## config.mk

```make
export PLATFORM = sky130hd
export DESIGN_NAME = irb_bridge
export DESIGN_NICKNAME = d
export VERILOG_FILES = /design/src/rtl/irb_pkg.sv /design/src/rtl/irb_cmd_decode.sv /design/src/rtl/irb_bus_master.sv /design/src/rtl/irb_bridge.sv
export SDC_FILE = /design/constraint.sdc
export NUM_CORES = 1
export LEC_CHECK = 0
export ABC_AREA = 1
export CAP_MARGIN = 10
export CORE_MARGIN = 2
export CORE_UTILIZATION = 40
export DETAILED_ROUTE_END_ITERATION = 7
export GPL_TIMING_DRIVEN = 0
export HOLD_SLACK_MARGIN = 0.15
export PLACE_DENSITY = 0.8
export SETUP_SLACK_MARGIN = 0.02
export SYNTH_ARGS = -nofsm -noshare
export SYNTH_HDL_FRONTEND = slang
export SYNTH_SLANG_ARGS = --single-unit
```

## constraint.sdc

```tcl
create_clock -name clk -period 1.5 [get_ports clk]
set_clock_uncertainty 0.1 [all_clocks]
set_input_delay 0.15 -clock clk [delete_from_list [all_inputs] [get_ports clk]]
set_output_delay 0.15 -clock clk [all_outputs]
set_load 0.01 [all_outputs]
```

## src/rtl/irb_pkg.sv

```systemverilog
package irb_pkg;
    typedef enum logic [1:0] {
        OP_NOP   = 2'd0,
        OP_READ  = 2'd1,
        OP_WRITE = 2'd2,
        OP_RSVD  = 2'd3
    } irb_op_e;

    localparam int HOST_AW   = 5;
    localparam int REG_DW    = 32;
    localparam int REG_AW    = 13;
    localparam int WORD_W    = 64;
    localparam int OP_LSB    = 62;
    localparam int ADDR_LSB  = 32;
    localparam int VALID_BIT = 32;
    localparam int ERR_BIT   = 33;
endpackage

```

## src/rtl/irb_cmd_decode.sv

```systemverilog
module irb_cmd_decode
    import irb_pkg::*;
#(
    parameter int AW = REG_AW,
    parameter int DW = REG_DW
) (
    input  logic [1:0]    op_raw,
    input  logic [AW-1:0] addr_raw,
    input  logic [DW-1:0] data_raw,
    output logic          is_xfer,
    output logic          is_write,
    output logic [AW-1:0] addr,
    output logic [DW-1:0] data
);
    irb_op_e op;

    always_comb begin
        op       = irb_op_e'(op_raw);
        is_xfer  = (op == OP_READ) || (op == OP_WRITE);
        is_write = (op == OP_WRITE);
        addr     = addr_raw;
        data     = data_raw;
    end
endmodule

```

## src/rtl/irb_bus_master.sv

```systemverilog
module irb_bus_master #(
    parameter int AW = 13,
    parameter int DW = 32
) (
    input  logic          clk,
    input  logic          rst_n,
    input  logic          start,
    input  logic          start_we,
    input  logic [AW-1:0] start_addr,
    input  logic [DW-1:0] start_data,
    output logic          busy,
    output logic          done,
    output logic          done_read,
    output logic [DW-1:0] done_rdata,
    output logic          ib_req,
    output logic          ib_we,
    output logic [AW-1:0] ib_addr,
    output logic [DW-1:0] ib_wdata,
    input  logic [DW-1:0] ib_rdata,
    input  logic          ib_ack
);
    typedef struct packed {
        logic          busy;
        logic          we;
        logic [AW-1:0] addr;
        logic [DW-1:0] wdata;
    } mst_t;

    mst_t st_d, st_q;

    always_comb begin
        st_d = st_q;
        if (st_q.busy && ib_ack) begin
            st_d.busy = 1'b0;
        end else if (!st_q.busy && start) begin
            st_d.busy  = 1'b1;
            st_d.we    = start_we;
            st_d.addr  = start_addr;
            st_d.wdata = start_data;
        end
    end

    always_ff @(posedge clk) begin
        if (!rst_n) st_q <= '0;
        else        st_q <= st_d;
    end

    assign busy       = st_q.busy;
    assign done       = st_q.busy && ib_ack;
    assign done_read  = !st_q.we;
    assign done_rdata = ib_rdata;
    assign ib_req     = st_q.busy;
    assign ib_we      = st_q.we;
    assign ib_addr    = st_q.addr;
    assign ib_wdata   = st_q.wdata;


    req_hold_chk: assert property (@(posedge clk) disable iff (!rst_n)
        (ib_req && !ib_ack) |=> (ib_req && $stable(ib_we) && $stable(ib_addr) && $stable(ib_wdata)));


    no_restart_chk: assert property (@(posedge clk) disable iff (!rst_n)
        (start && ib_req && !ib_ack) |=> ($stable(ib_addr) && $stable(ib_wdata)));
endmodule

```

## src/rtl/irb_bridge.sv

```systemverilog
module irb_bridge
    import irb_pkg::*;
#(
    parameter int          HAW        = HOST_AW,
    parameter int          AW         = REG_AW,
    parameter int          DW         = REG_DW,
    parameter logic [4:0]  CMD_OFFSET = 5'h10,
    parameter logic [4:0]  STS_OFFSET = 5'h18
) (
    input  logic           clk,
    input  logic           rst_n,
    input  logic           host_wr,
    input  logic [HAW-1:0] host_addr,
    input  logic [63:0]    host_wdata,
    output logic [63:0]    host_rdata,
    output logic           ib_req,
    output logic           ib_we,
    output logic [AW-1:0]  ib_addr,
    output logic [DW-1:0]  ib_wdata,
    input  logic [DW-1:0]  ib_rdata,
    input  logic           ib_ack
);
    localparam int STS_PAD = 64 - DW - 2;

    typedef struct packed {
        logic [63:0]   cmd;
        logic [DW-1:0] rdata;
        logic          valid;
        logic          err;
    } csr_t;

    csr_t csr_d, csr_q;

    logic          dec_xfer, dec_write;
    logic [AW-1:0] dec_addr;
    logic [DW-1:0] dec_data;
    logic          m_busy, m_done, m_done_read;
    logic [DW-1:0] m_rdata;
    logic          cmd_hit, accept, reject;
    logic [63:0]   status_word;

    irb_cmd_decode #(.AW(AW), .DW(DW)) u_dec (
        .op_raw   (host_wdata[OP_LSB +: 2]),
        .addr_raw (host_wdata[ADDR_LSB +: AW]),
        .data_raw (host_wdata[DW-1:0]),
        .is_xfer  (dec_xfer),
        .is_write (dec_write),
        .addr     (dec_addr),
        .data     (dec_data)
    );

    assign cmd_hit = host_wr && (host_addr == HAW'(CMD_OFFSET));
    assign accept  = cmd_hit && dec_xfer && !m_busy;
    assign reject  = cmd_hit && dec_xfer && m_busy;

    irb_bus_master #(.AW(AW), .DW(DW)) u_mst (
        .clk        (clk),
        .rst_n      (rst_n),
        .start      (cmd_hit && dec_xfer),
        .start_we   (dec_write),
        .start_addr (dec_addr),
        .start_data (dec_data),
        .busy       (m_busy),
        .done       (m_done),
        .done_read  (m_done_read),
        .done_rdata (m_rdata),
        .ib_req     (ib_req),
        .ib_we      (ib_we),
        .ib_addr    (ib_addr),
        .ib_wdata   (ib_wdata),
        .ib_rdata   (ib_rdata),
        .ib_ack     (ib_ack)
    );

    always_comb begin
        csr_d = csr_q;
        if (accept) begin
            csr_d.cmd   = host_wdata;
            csr_d.valid = 1'b0;
            csr_d.err   = 1'b0;
        end else if (reject) begin
            csr_d.err = 1'b1;
        end
        if (m_done) begin
            csr_d.valid = 1'b1;
            if (m_done_read) csr_d.rdata = m_rdata;
        end
    end

    always_ff @(posedge clk) begin
        if (!rst_n) csr_q <= '0;
        else        csr_q <= csr_d;
    end

    assign status_word = {{STS_PAD{1'b0}}, csr_q.err, csr_q.valid, csr_q.rdata};

    always_comb begin
        host_rdata = '0;
        if (host_addr == HAW'(STS_OFFSET))      host_rdata = status_word;
        else if (host_addr == HAW'(CMD_OFFSET)) host_rdata = csr_q.cmd;
    end


    accept_clears_valid_chk: assert property (@(posedge clk) disable iff (!rst_n)
        accept |=> (!csr_q.valid && ib_req));


    ack_sets_valid_chk: assert property (@(posedge clk) disable iff (!rst_n)
        (ib_req && ib_ack) |=> csr_q.valid);


    nop_quiet_chk: assert property (@(posedge clk) disable iff (!rst_n)
        (cmd_hit && !dec_xfer && !ib_req) |=> ($stable(status_word) && !ib_req));


    reject_sticky_chk: assert property (@(posedge clk) disable iff (!rst_n)
        reject |=> csr_q.err);
endmodule

```

Yosys cells after proc, flatten, opt, wreduce, memory -nomap -nowiden
Cells that the tools add are included.

Equality and inequality tests: 4. Mux-type cells: 4. Bitwise operators: 3. Reductions and logical operators: 12.

Operators with widths (number): $mux W64 (2); $eq A5 B5 Y1 const B (2); $logic_and A1 B1 Y1 (5); $reduce_and A2 Y1 (2); $reduce_or A2 Y1 (2); $not A1 Y1 (3); $eq A2 B1 Y1 const B (1); $eq A2 B2 Y1 const B (1); $mux W1 (2); $reduce_bool A2 Y1 (1); $logic_not A1 Y1 (1); $logic_or A1 B1 Y1 (1).

Register bits after elaboration: 145. Input bits: 105. Output and inout bits: 111. Logic and storage cells: 31.

Longest topological paths before layout
Gate-level depths: netlist (run 1).

Word-level depth: 6. Depth in mapped cells: 8. Depth with buffers taken out: 7.

Hierarchy
Synthesis (run 1) repeated with hierarchy kept, for this count alone.

Cells, all modules: 1167. Area, all modules: 7792.5 um^2.

By module, submodules not included: irb_bridge (instances 1, cells each 782, area each 4922.2 um^2, sequential area each 1961.9 um^2); irb_bus_master (instances 1, cells each 337, area each 2512.4 um^2, sequential area each 940.9 um^2); irb_cmd_decode (instances 1, cells each 48, area each 357.8 um^2, sequential area each 0.0 um^2).

Least setup slack after synthesis (run 1)
Ideal clock, no wire load.

Kind: input port to flip-flop. Start point: in host_wdata[62]. End point: reg u_mst.st_q (netlist bit u_mst.ib_addr[0]). Setup time: 0.114 ns. Arrival time: 1.188 ns. Data required time: 1.286 ns. Slack: 0.098 ns. Cell stages on the path: 8. Buffers on the path: 2. Cell sequence: inv_1 ha_1 nor2_1 nand3_2 buf_6 buf_6 nand3_1 nand2_1.

Cells in the longest elaborated chain, start to end: 5. Elaborated cells between the ends (all ways): 6. Classes of those cells: eq/ne: 2; reduce/logical: 4.

Ends and longest elaborated chain: from (decl) (RTL line irb_bridge.sv:14) `input logic [63:0] host_wdata,`; $eq A2 B1 Y1 / $eq A2 B2 Y1 (equally long branches) (RTL line irb_cmd_decode.sv:19) `is_xfer = (op == OP_READ) || (op == OP_WRITE);`; $logic_or A1 B1 Y1 (*) (RTL line irb_cmd_decode.sv:19); $logic_and A1 B1 Y1 (*) (RTL line irb_bridge.sv:59) `.start (cmd_hit && dec_xfer),`; $logic_and A1 B1 Y1 (*) (RTL line irb_bus_master.sv:35) `end else if (!st_q.busy && start) begin`; $reduce_and A2 Y1 (no source line) (*); to (signal assigned) (RTL line irb_bus_master.sv:45) `else st_q <= st_d;`; to (decl) (RTL line irb_bus_master.sv:29) `mst_t st_d, st_q;`.

Every way passes the cells marked *; elsewhere a longest branch is shown, timed or not. A chain may end at the register's enable or synchronous reset.

Worst setup path after layout (run 1)
Start point: in host_addr[0]. End point: out host_rdata[13].

Cells in the longest elaborated chain, start to end: 3. Elaborated cells between the ends (all ways): 4. Classes of those cells: eq/ne: 2; mux: 2.

Ends and longest elaborated chain: from (decl) (RTL line irb_bridge.sv:13) `input logic [HAW-1:0] host_addr,`; $eq A5 B5 Y1 (RTL line irb_bridge.sv:100) `else if (host_addr == HAW'(CMD_OFFSET)) host_rdata = csr_q.cmd;`; $mux W64 (RTL line irb_bridge.sv:100); $mux W64 (*) (RTL line irb_bridge.sv:99) `if (host_addr == HAW'(STS_OFFSET)) host_rdata = status_word;`; to (decl) (RTL line irb_bridge.sv:15) `output logic [63:0] host_rdata,`.

Marked as above.

==> summary.txt, run 1 <==
Outcome
  • Status: finished clean

Global route
  • GRT Overall Usage: approximately a quarter
  • Gr ovfl total: 0
  • Largest net degree at the start of global routing: 17
  • Antenna violations before repair: 0
  • First-pass GRT wire length: roughly 30000 um
  • Vias in the first global route: just over 6000

Placed design
  • Final HPWL DP: ~14000 um
  • DP Area: 0.00849 mm2
  • Pre-CTS setup slack: -1.20 ns
  • GPL Wtd Cong: roughly 0.83
  • Port bufs: ~210

Timing
  • Slew headroom: between 60% and 70%
  • RSZ-0062 raised after global routing: yes
  • Final Hold Fails: 0
  • Final Max Slew Viols: 0
  • Final setup viols: 0
  • Final WS setup: 0.0347 ns
  • FMAX: 682 MHz
  • Period utilization: 97.7%
  • Tightest Pin Transition: slightly above 0.5 ns
  • Min cycle time layout: around 1.5 ns

Detailed routing
  • Routed wire per std cell: 14.5 um
  • Avg Vias per Cell: 4.76
  • Drt first pass iters: 7
  • ANT nets after route: 0
  • DRC viols: 0
  • Vias after detailed routing: 6354
  • DRT Wirelength: 19400 um
  • Initial DRC count: ~280

Clock network
  • CTS H-tree lvls: 4
  • Worst skew pair latency: 0.41 ns
  • Root buffer cell: clkbuf_16
  • CTS max path bufs: 2
  • Clock transition at path regs: 0.06 ns
  • Clock Sinks: 145
  • TritonCTS clock tree: done
  • Number of buffers created by CTS: 17

Pwr
  • VDD IR max: roughly 0.75 mV
  • Leakage: 4.91 nW
  • Sequential power share: 43.5%
  • Internal power: ~7 mW
  • Switching Share: 21.5%
  • Power Dens Cells: 943 mW/mm2
  • Clk pwr share: 49.2%
  • Switching Power: 1.92 mW
  • Comb power frac: between 7 and 8%

Logic synthesis
  • Cell area after synthesis: 0.00611 mm2
  • Share of the synthesized area in the top cell type: 47.5%
  • Synth warn: 0
  • Syn avg cell area: around 7 um2
  • Ranking of synthesized cells by area: dfxtp_1 (48%), nand2_1 (16%), inv_1 (9.5%), nand3_1 (7.5%), o21ai_0 (5.4%)
  • Yosys top cell by area: dfxtp_1
  • Netlist cell types: 17
  • Register area share after synthesis: 47.5%
  • Post-Synthesis Cells: 888
  • Synthesized Nets: just under 1000
  • FF+latch count, synth: about 150

Critical path
  • R2r worst-path depth: 6
  • Critical Path End Type: output port
  • Req. time, crit path: around 1.3 ns
  • Worst Path Max Fanout: 8
  • Crit Path Category: in2out
  • Worst EP arrival: 1.22 ns
  • CP startpoint kind: primary input

Layout
  • Commonest non-fill, non-tap cell in the layout: nand2_1
  • Ant. Diodes: 0
  • Design Area, Final: around 0.0095 mm2
  • Filler Cell Count: 1331
  • Layout Nets: 1243
  • Layout cells sized above 1: 19.6%
  • Register area: 0.00290 mm2
  • Area occupied by multi-input gates: roughly 0.0026 mm2
  • Layout area overhead: 54.6%
  • Most frequent cells in the layout: nand2_1 (238), inv_1 (152), dfxtp_1 (145)

Floorplan
  • Core ar.: 0.0151 mm2
  • Die Wd: 128 um
  • Row Count: between 40 and 50
  • Die H: 128 um
  • I/O pin count: between 200 and 250
  • DIE AREA: 0.0163 mm2
  • Starting Density: 40.5%

Run
  • Max Cap Viol: 0

Worst hold path
  • Worst hold path type: in2reg
  • Worst Hold Path Cells: 4
==> power groups by stage <==
stage	clock (mW)	sequential (mW)	combinational (mW)
finish	4.38	3.88	0.651
global route	4.60	3.88	0.710
CTS	4.42	3.88	0.634
detailed placement	0	3.96	0.581
global placement	0	3.96	0.579
floorplan	0	3.97	0.218
==> kinds of logic (layout without fill, tap and decap cells) <==
kind of cell               count (synthesis)  after routing  share of synthesized area [%]
DFF                                      145            145                           47.5
and+or+nand+nor                          426            426                           29.0
AOI/OAI and AO/OA                        101            101                           8.27
buffers and inverters                    215            475                           15.0
adders and majority gates                  1              1                          0.205
==> Yosys cell counts, drive strengths merged <==
master,instances
nor2,53
nand3,92
buf,36
nand2,260
ha,1
dfxtp,145
a21oi,35
inv,156
nand4,21
clkbuf,23
o21ai,66
==> critical path, stage by stage <==
cell     delay, ns
buf_6         0.10
nor2_4        0.10
nand2_2       0.07
nor2_4        0.15
buf_12        0.20
buf_8         0.15
nand2_4       0.06
o21ai_4       0.07
buf_2         0.15
==> routing by layer <==
layer	up-vias	part of all wire [%]	track usage (%)
li1	3229	-	-
met1	2849	43	28.8
met2	243	48	39.6
met3	33	7.4	6.07
met4	0	2.2	9.11
met5	-	0	0
==> metrics by stage <==
| step | util [%] | hold WS (ns) | cells | power, mW | TNS (ns) |
|---|---|---|---|---|---|
| global route | 62.6 | 0.232 | 1336 | 9.19 | -0.219 |
| detailed placement | 56.3 | 0.340 | 1290 | 4.55 | -138.95 |
| finish | 62.6 | 0.201 | 1336 | 8.91 | 0 |
| global placement | 56.3 | 0.334 | 1290 | 4.54 | -138.17 |
| floorplan | - | 0.217 | 888 | 4.18 | 0 |
| CTS | 61.1 | 0.186 | 1332 | 8.93 | -0.128 |
==> flip-flops by register name (all words and copies together), names as in the netlist <==
signal / count
csr_q: 98
u_mst.busy: 1
u_mst.ib_we: 1
u_mst.ib_wdata: 32
u_mst.ib_addr: 13
==> final timing paths <==
check,startpoint,end,slack [ns]
hold / removal,rst_n,csr_q[10],0.20
hold reg to reg,csr_q[5],csr_q[5],0.35
setup reg to reg,u_mst.busy,csr_q[45],0.10
setup / recovery,host_addr[0],host_rdata[13],0.03
==> what timing repair did <==
item / CTS / global route
setup endpoints to repair: 250 / 198
pin swaps: 6 / 3
buffers inserted: 8 / 1
endpoints found under the hold margin: 0 / 2
resized for setup: 439 / 89
hold buffers: 0 / 2
gates cloned: 5 / 2
==> cell type report <==
| class | instances | share of cell area (%) |
|---|---|---|
| buffer | 58 | 5.20 |
| clock buffer | 21 | 5.08 |
| clock inverter | 9 | 1.39 |
| inverter | 156 | 6.36 |
| multi-input combinational | 528 | 27.4 |
| sequential | 145 | 30.7 |
| tap | 188 | 2.49 |
| timing repair buffer | 230 | 21.3 |
| timing repair inverter | 1 | 0.0662 |
No activity file was read; power rests on OpenSTA's default activity.
==> inputs of run 2 (changes only) <==
==> constraint.sdc (replaced) <==
create_clock -name clk -period 1.8 [get_ports clk]
set_clock_uncertainty 0.1 [all_clocks]
set_input_delay 0.18 -clock clk [delete_from_list [all_inputs] [get_ports clk]]
set_output_delay 0.18 -clock clk [all_outputs]
set_load 0.01 [all_outputs]
==> run 2 against run 1 <==
Highest routed layer unchanged; sequential cell count unchanged; via count decreased by 1.5%; cell count decreased by 0.60%; routed wire length decreased by 3.6%; critical path type unchanged; sequential share of layout area increased by 1.3 points; sequential power decreased by 17%; final area decreased by 4.1%; count of clock-buffer cells in the layout unchanged.
==> summary.txt, run 2 (synthesis gave the netlist of run 1 again) <==
Critical path
  • WP buf/inv: 5 (+1)
  • Most used cell, CP: buf_4
  • Req. time, crit path: 1.52 ns (+0.27 ns)
  • Worst Path Max Fanout: 10 (+2)
  • Largest stage delay, worst path: 0.25 ns (+0.05 ns)
  • R2R Path Start: u_mst.ib_we
  • Crit Path Category: in2out
  • Critical path depth: 8 (-1)
  • R2R Setup Slk: 0.16 ns (+0.06 ns)
  • Worst EP arrival: 1.45 ns (+0.23 ns)
  • Max stage delay cell, worst path: dlygate4sd2_1
  • CP startpoint kind: primary input
  • Critical Path End Type: output port
  • Crit path max-delay family: buffers and inverters
  • Worst Setup EP: host_rdata[13]
  • CP Cell Sequence: dlygate4sd2_1 -> nor2_2 -> buf_4 -> nand4_1 -> buf_6 -> buf_4 -> o21ai_4 -> buf_2
  • R2r worst-path depth: 4 (-2)
  • Critical path origin: host_addr[1]
  • Reg-to-reg endpoint: csr_q[32]

Global route
  • Antenna violations before repair: 0 (unchanged)
  • Largest net degree at the start of global routing: 17 (unchanged)
  • Met2 Track Usage GR: 38.3% (-1.3 points)
  • Top Usage Layer GRT: met2
  • Vias in the first global route: 5957 (-1.8%)
  • GRT Overall Usage: 23.0% (-0.48 points)
  • First-pass GRT wire length: 29400 um (-2.0%)
  • Grt met1 use: 28.7% (-0.079 points)
  • Gr ovfl total: 0 (unchanged)
  • Met3 Resource Use GR: 6.03% (-0.042 points)

Clock network
  • Root buffer cell: clkbuf_16
  • CTS max path bufs: 2 (unchanged)
  • Number of buffers created by CTS: 17 (unchanged)
  • Clock Sinks: 145 (unchanged)
  • CTS H-tree lvls: 4 (unchanged)
  • Clock transition at path regs: 0.06 ns (about the same)
  • TritonCTS clock tree: done
  • Worst skew pair latency: 0.41 ns (about the same)

Detailed routing
  • Drt first pass iters: 5 (-2)
  • Initial DRC count: 282 (+2.5%)
  • ANT nets after route: 0 (unchanged)
  • DRC viols: 0 (unchanged)
  • Routed wire per std cell: 14.1 um (-3.0%)
  • Vias after detailed routing: 6259 (-1.5%)
  • Avg Vias per Cell: 4.71 (-0.90%)
  • DRT Wirelength: 18700 um (-3.6%)

Layout
  • Largest Register: csr_q
  • Commonest non-fill, non-tap cell in the layout: nand2_1
  • Largest register FFs: 98 (unchanged)
  • Layout area overhead: 48.3%
  • Filler Cell Count: 1374 (+3.2%)
  • Ant. Diodes: 0 (unchanged)
  • Layout cells sized above 1: 13.9% (-5.7 points)
  • Final core utilization: 60.0% (-2.6 points)
  • Layout Nets: 1235 (-0.64%)
  • Most frequent cells in the layout: nand2_1 (256), inv_1 (154), dfxtp_1 (145), clkdlybuf4s50_1 (145), nand3_1 (91)

Pwr
  • Leakage: 4.46 nW (-9.3%)
  • Power Dens Cells: 816 mW/mm2 (-13%)
  • Total power: 7.39 mW (-17%)
  • VDD IR max: 0.644 mV (-14%)

Timing
  • Slew headroom: 59.8% (-5.9 points)
  • Final setup viols: 0 (unchanged)
  • Min cycle time layout: 1.73 ns
  • Period utilization: 96.4%
  • Hold WS: 0.223 ns (+0.0213 ns)
  • Final Hold Fails: 0 (unchanged)
  • FMAX: 576 MHz
  • Final Max Slew Viols: 0 (unchanged)
  • RSZ-0062 raised after global routing: yes
  • Tightest Pin Transition: 0.603 ns (+0.0879 ns)

Floorplan
  • Die H: 128 um (unchanged)
  • DIE AREA: 0.0163 mm2 (unchanged)
  • Starting Density: 40.5% (unchanged)
  • Core ar.: 0.0151 mm2 (unchanged)
  • Die Wd: 128 um (unchanged)
  • I/O pin count: 216 (unchanged)
  • Row Count: 45 (unchanged)

Outcome
  • Status: finished clean

Worst hold path
  • Worst hold path type: in2reg

Placed design
  • Port bufs: 214 (unchanged)
  • GPL Wtd Cong: 0.832 (unchanged)
  • Final HPWL DP: 13500 um (unchanged)

Run
  • Max Cap Viol: 0 (unchanged)
[run 2: cell count changes in the layout (fill, tap and decap cells not counted), moves of 7 or more]
cell | previous run | this run
nor2_1 | 32 | 45
nand2_2 | 19 | 4
nand2_1 | 238 | 256
o21ai_2 | 18 | 7
clkbuf_1 | 10 | 17
clkdlybuf4s50_1 | 96 | 145
o21ai_1 | 11 | 18
dlygate4sd2_1 | 47 | 5
nor2_2 | 14 | 6
buf_6 | 21 | 12
[run 2: worst min path at each step]
stage,start,endpoint,slack [ns],cells past startpoint
2_1_floorplan,ib_ack,csr_q[1],0.25,2
3_3_place_gp,csr_q[10],csr_q[10],0.33,2
3_5_place_dp,csr_q[15],csr_q[15],0.34,2
4_1_cts,rst_n,csr_q[10],0.22,4
5_1_grt,rst_n,csr_q[10],0.26,4
6_report,rst_n,csr_q[10],0.22,4
[run 2: power breakdown]
part / internal [mW] / leakage, nW / switching [mW]
combinational: 0.278 / 3.00 / 0.230
clock: 2.31 / 0.293 / 1.34
sequential: 3.23 / 1.17 / 0.00717
total: 5.81 / 4.46 / 1.58
[run 2: tightest hold or removal path: stages]
cell and delay (ns):
buf_2 0.17, clkbuf_1 0.19, o21ai_0 0.11, a21oi_1 0.04
[run 2: timing repair]
action / in CTS / in global routing
pin swaps: 4 / 3
buffers inserted: 6 / 0
gates cloned: 3 / 0
hold buffers: 0 / 0
gates resized for setup: 335 / 28
setup endpoints to repair: 66 / 148
[run 2: layer usage]
layer  vias up  wire (um)
met2       232       8760
li1       3206          -
met4         0        323
met1      2797       8280
met3        24       1350
met5         -          0
[run 2: through the flow]
step	worst slack (ns)	instances	cell area, um2	setup TNS [ns]
final	0.0651	1328	9060	0
after global routing	-0.00738	1328	9060	-0.00738
after CTS	0.0300	1329	9060	0
after detailed placement	-0.955	1290	8490	-84.87
after global placement	-0.950	1290	8490	-84.56
after floorplan	0.368	888	6110	0
[run 2: cell type report]
type | instances | area [um2] | share of cell area (%)
Sequential cell | 145 | 2900 | 32.0
Inverter | 156 | 591 | 6.52
Clock buffer | 21 | 480 | 5.30
Timing Repair Buffer | 222 | 1930 | 21.3
Multi-Input combinational cell | 528 | 2370 | 26.1
Tap cell | 188 | 235 | 2.60
Clock inverter | 9 | 131 | 1.45
Buffer | 59 | 422 | 4.65
==> inputs of run 3 (changes only) <==
--- a/config.mk
+++ b/config.mk
@@ -13,7 +13,6 @@
 export GPL_TIMING_DRIVEN = 0
 export HOLD_SLACK_MARGIN = 0.15
 export PLACE_DENSITY = 0.8
-export SETUP_SLACK_MARGIN = 0.02
 export SYNTH_ARGS = -nofsm -noshare
 export SYNTH_HDL_FRONTEND = slang
 export SYNTH_SLANG_ARGS = --single-unit
==> run 3 against run 2 <==
Sequential power is essentially flat; register-to-register slack is essentially flat; die area is the same; power is essentially flat; highest routed layer unchanged; worst hold slack lost 0.0017 ns; cell count is essentially flat; non-clock buffer count grew 1; sequential cell count is the same.
==> summary.txt, run 3 (synthesis gave the netlist of run 1 again) <==
Global route
  • Largest net degree at the start of global routing: 17 (unchanged)
  • Grt met1 use: 28.6% (-0.10 points)
  • Antenna violations before repair: 0 (unchanged)
  • Met3 Resource Use GR: 6.03% (unchanged)
  • Top Usage Layer GRT: met2
  • GRT Overall Usage: 23.0% (-0.053 points)
  • Met2 Track Usage GR: 38.1% (-0.22 points)
  • Vias in the first global route: 5960 (+0.050%)
  • First-pass GRT wire length: 29300 um (-0.23%)
  • Gr ovfl total: 0 (unchanged)

Layout
  • Ant. Diodes: 0 (unchanged)
  • Layout cells sized above 1: 14.0% (+0.16 points)
  • Post-Layout Cell Count: 1329 (+0.075%)
  • Layout Nets: 1236 (+0.081%)
  • Design Area, Final: 0.00909 mm2 (+0.33%)
  • Most frequent cells in the layout: nand2_1 (256), inv_1 (154), dfxtp_1 (145), clkdlybuf4s50_1 (145), nand3_1 (91)
  • Layout area overhead: 48.8%
  • Commonest non-fill, non-tap cell in the layout: nand2_1
  • Largest Register: csr_q
  • Largest register FFs: 98 (unchanged)

Placed design
  • Final HPWL DP: 13500 um (unchanged)
  • Port bufs: 214 (unchanged)
  • DP Area: 0.00849 mm2 (unchanged)
  • Placed cells: 1290 (unchanged)
  • GPL Wtd Cong: 0.832 (unchanged)

Floorplan
  • Starting Density: 40.5% (unchanged)
  • DIE AREA: 0.0163 mm2 (unchanged)
  • I/O pin count: 216 (unchanged)
  • Row Count: 45 (unchanged)
  • Die H: 128 um (unchanged)
  • Die Wd: 128 um (unchanged)
  • Core ar.: 0.0151 mm2 (unchanged)

Critical path
  • Largest stage delay, worst path: 0.24 ns (about the same)
  • WP buf/inv: 5 (unchanged)
  • Req. time, crit path: 1.52 ns (about the same)
  • Max stage delay cell, worst path: dlygate4sd2_1
  • Worst Path Max Fanout: 10 (unchanged)
  • Crit Path Category: in2out
  • CP Cell Sequence: dlygate4sd2_1 -> nor2_2 -> buf_4 -> nand4_1 -> buf_4 -> clkbuf_4 -> o21ai_1 -> buf_2
  • Critical Path End Type: output port
  • CP startpoint kind: primary input
  • Most used cell, CP: buf_4
  • Crit path max-delay family: buffers and inverters
  • Worst EP arrival: 1.46 ns (about the same)

Detailed routing
  • ANT nets after route: 0 (unchanged)
  • Avg Vias per Cell: 4.72 (+0.16%)
  • DRC viols: 0 (unchanged)
  • Drt first pass iters: 5 (unchanged)
  • DRT Wirelength: 18700 um (about the same)
  • Initial DRC count: 263 (-6.7%)
  • Vias after detailed routing: 6274 (+0.24%)
  • Routed wire per std cell: 14.1 um (about the same)

Timing
  • FMAX: 574 MHz (-0.41%)
  • Min cycle time layout: 1.74 ns (+0.00713 ns)
  • Final Hold Fails: 0 (unchanged)
  • Final setup viols: 0 (unchanged)
  • Slew headroom: 59.5% (-0.34 points)
  • Period utilization: 96.8% (+0.40 points)
  • Final setup TNS: 0 ns (unchanged)
  • RSZ-0062 raised after global routing: yes
  • Tightest Pin Transition: 0.608 ns (+0.00511 ns)
  • Hold WS: 0.221 ns (-0.00169 ns)
  • Final Max Slew Viols: 0 (unchanged)

Clock network
  • Clock transition at path regs: 0.06 ns (about the same)
  • Root buffer cell: clkbuf_16
  • CTS max path bufs: 2 (unchanged)
  • CTS Hold Bufs: 0 (unchanged)
  • Worst skew pair latency: 0.41 ns (about the same)
  • Number of buffers created by CTS: 17 (unchanged)
  • CTS H-tree lvls: 4 (unchanged)
  • Clock Sinks: 145 (unchanged)
  • TritonCTS clock tree: done

Pwr
  • Leakage: 4.47 nW (+0.29%)
  • Power Dens Cells: 813 mW/mm2 (-0.31%)
  • VDD IR max: 0.641 mV (-0.48%)
  • Total power: 7.39 mW (about the same)

Run
  • Max Cap Viol: 0 (unchanged)

Outcome
  • Status: finished clean

Worst hold path
  • Worst hold path type: in2reg
[run 3: cell types whose count changed in the layout (fill, tap and decap cells not counted), sizes merged]
cell / previous run / this run
clkbuf: 41 / 42
[run 3: report_power, final]
part           total, mW  internal (mW)  switching, mW
clock               3.65           2.31           1.34
combinational      0.510          0.279          0.230
sequential          3.23           3.23        0.00721
[run 3: what timing repair did]
item / in CTS / in global routing
setup endpoints to repair: 64 / 141
gates resized for setup: 331 / 28
pin swaps: 4 / 3
buffers inserted: 6 / 0
gates cloned: 3 / 0
[run 3: through the flow]
step	worst slack, ns	utilization [%]
after floorplan	0.368	-
after global placement	-0.950	56.3
after detailed placement	-0.955	56.3
after CTS	0.00283	60.0
after global routing	-0.0202	60.2
final	0.0580	60.2
[run 3: layer usage]
metal,part of all wire [%],wire (um)
met1,43,8130
met2,47,8820
met3,7.7,1450
met4,1.8,335
met5,0,0
[run 3: final timing paths]
| check | start | end | slack, ns | cells past startpoint |
|---|---|---|---|---|
| setup / recovery | host_addr[1] | host_rdata[21] | 0.06 | 8 |
| hold / removal | rst_n | csr_q[10] | 0.22 | 4 |
| setup reg to reg | u_mst.ib_we | csr_q[32] | 0.16 | 4 |
| hold reg to reg | csr_q[29] | csr_q[29] | 0.35 | 2 |
[run 3: area by class of cell]
| class | count | area, um2 |
|---|---|---|
| clock buffer | 21 | 480 |
| clock inverter | 9 | 131 |
| buffer | 59 | 420 |
| multi-input combinational | 528 | 2370 |
| fill | 1372 | 6000 |
| sequential | 145 | 2900 |
| tap | 188 | 235 |
| timing repair buffer | 223 | 1960 |
| inverter | 156 | 591 |
[run 3: tightest hold or removal path: stages]
cell      delay (ns)
buf_2           0.17
clkbuf_1        0.19
o21ai_0         0.11
a21oi_1         0.04
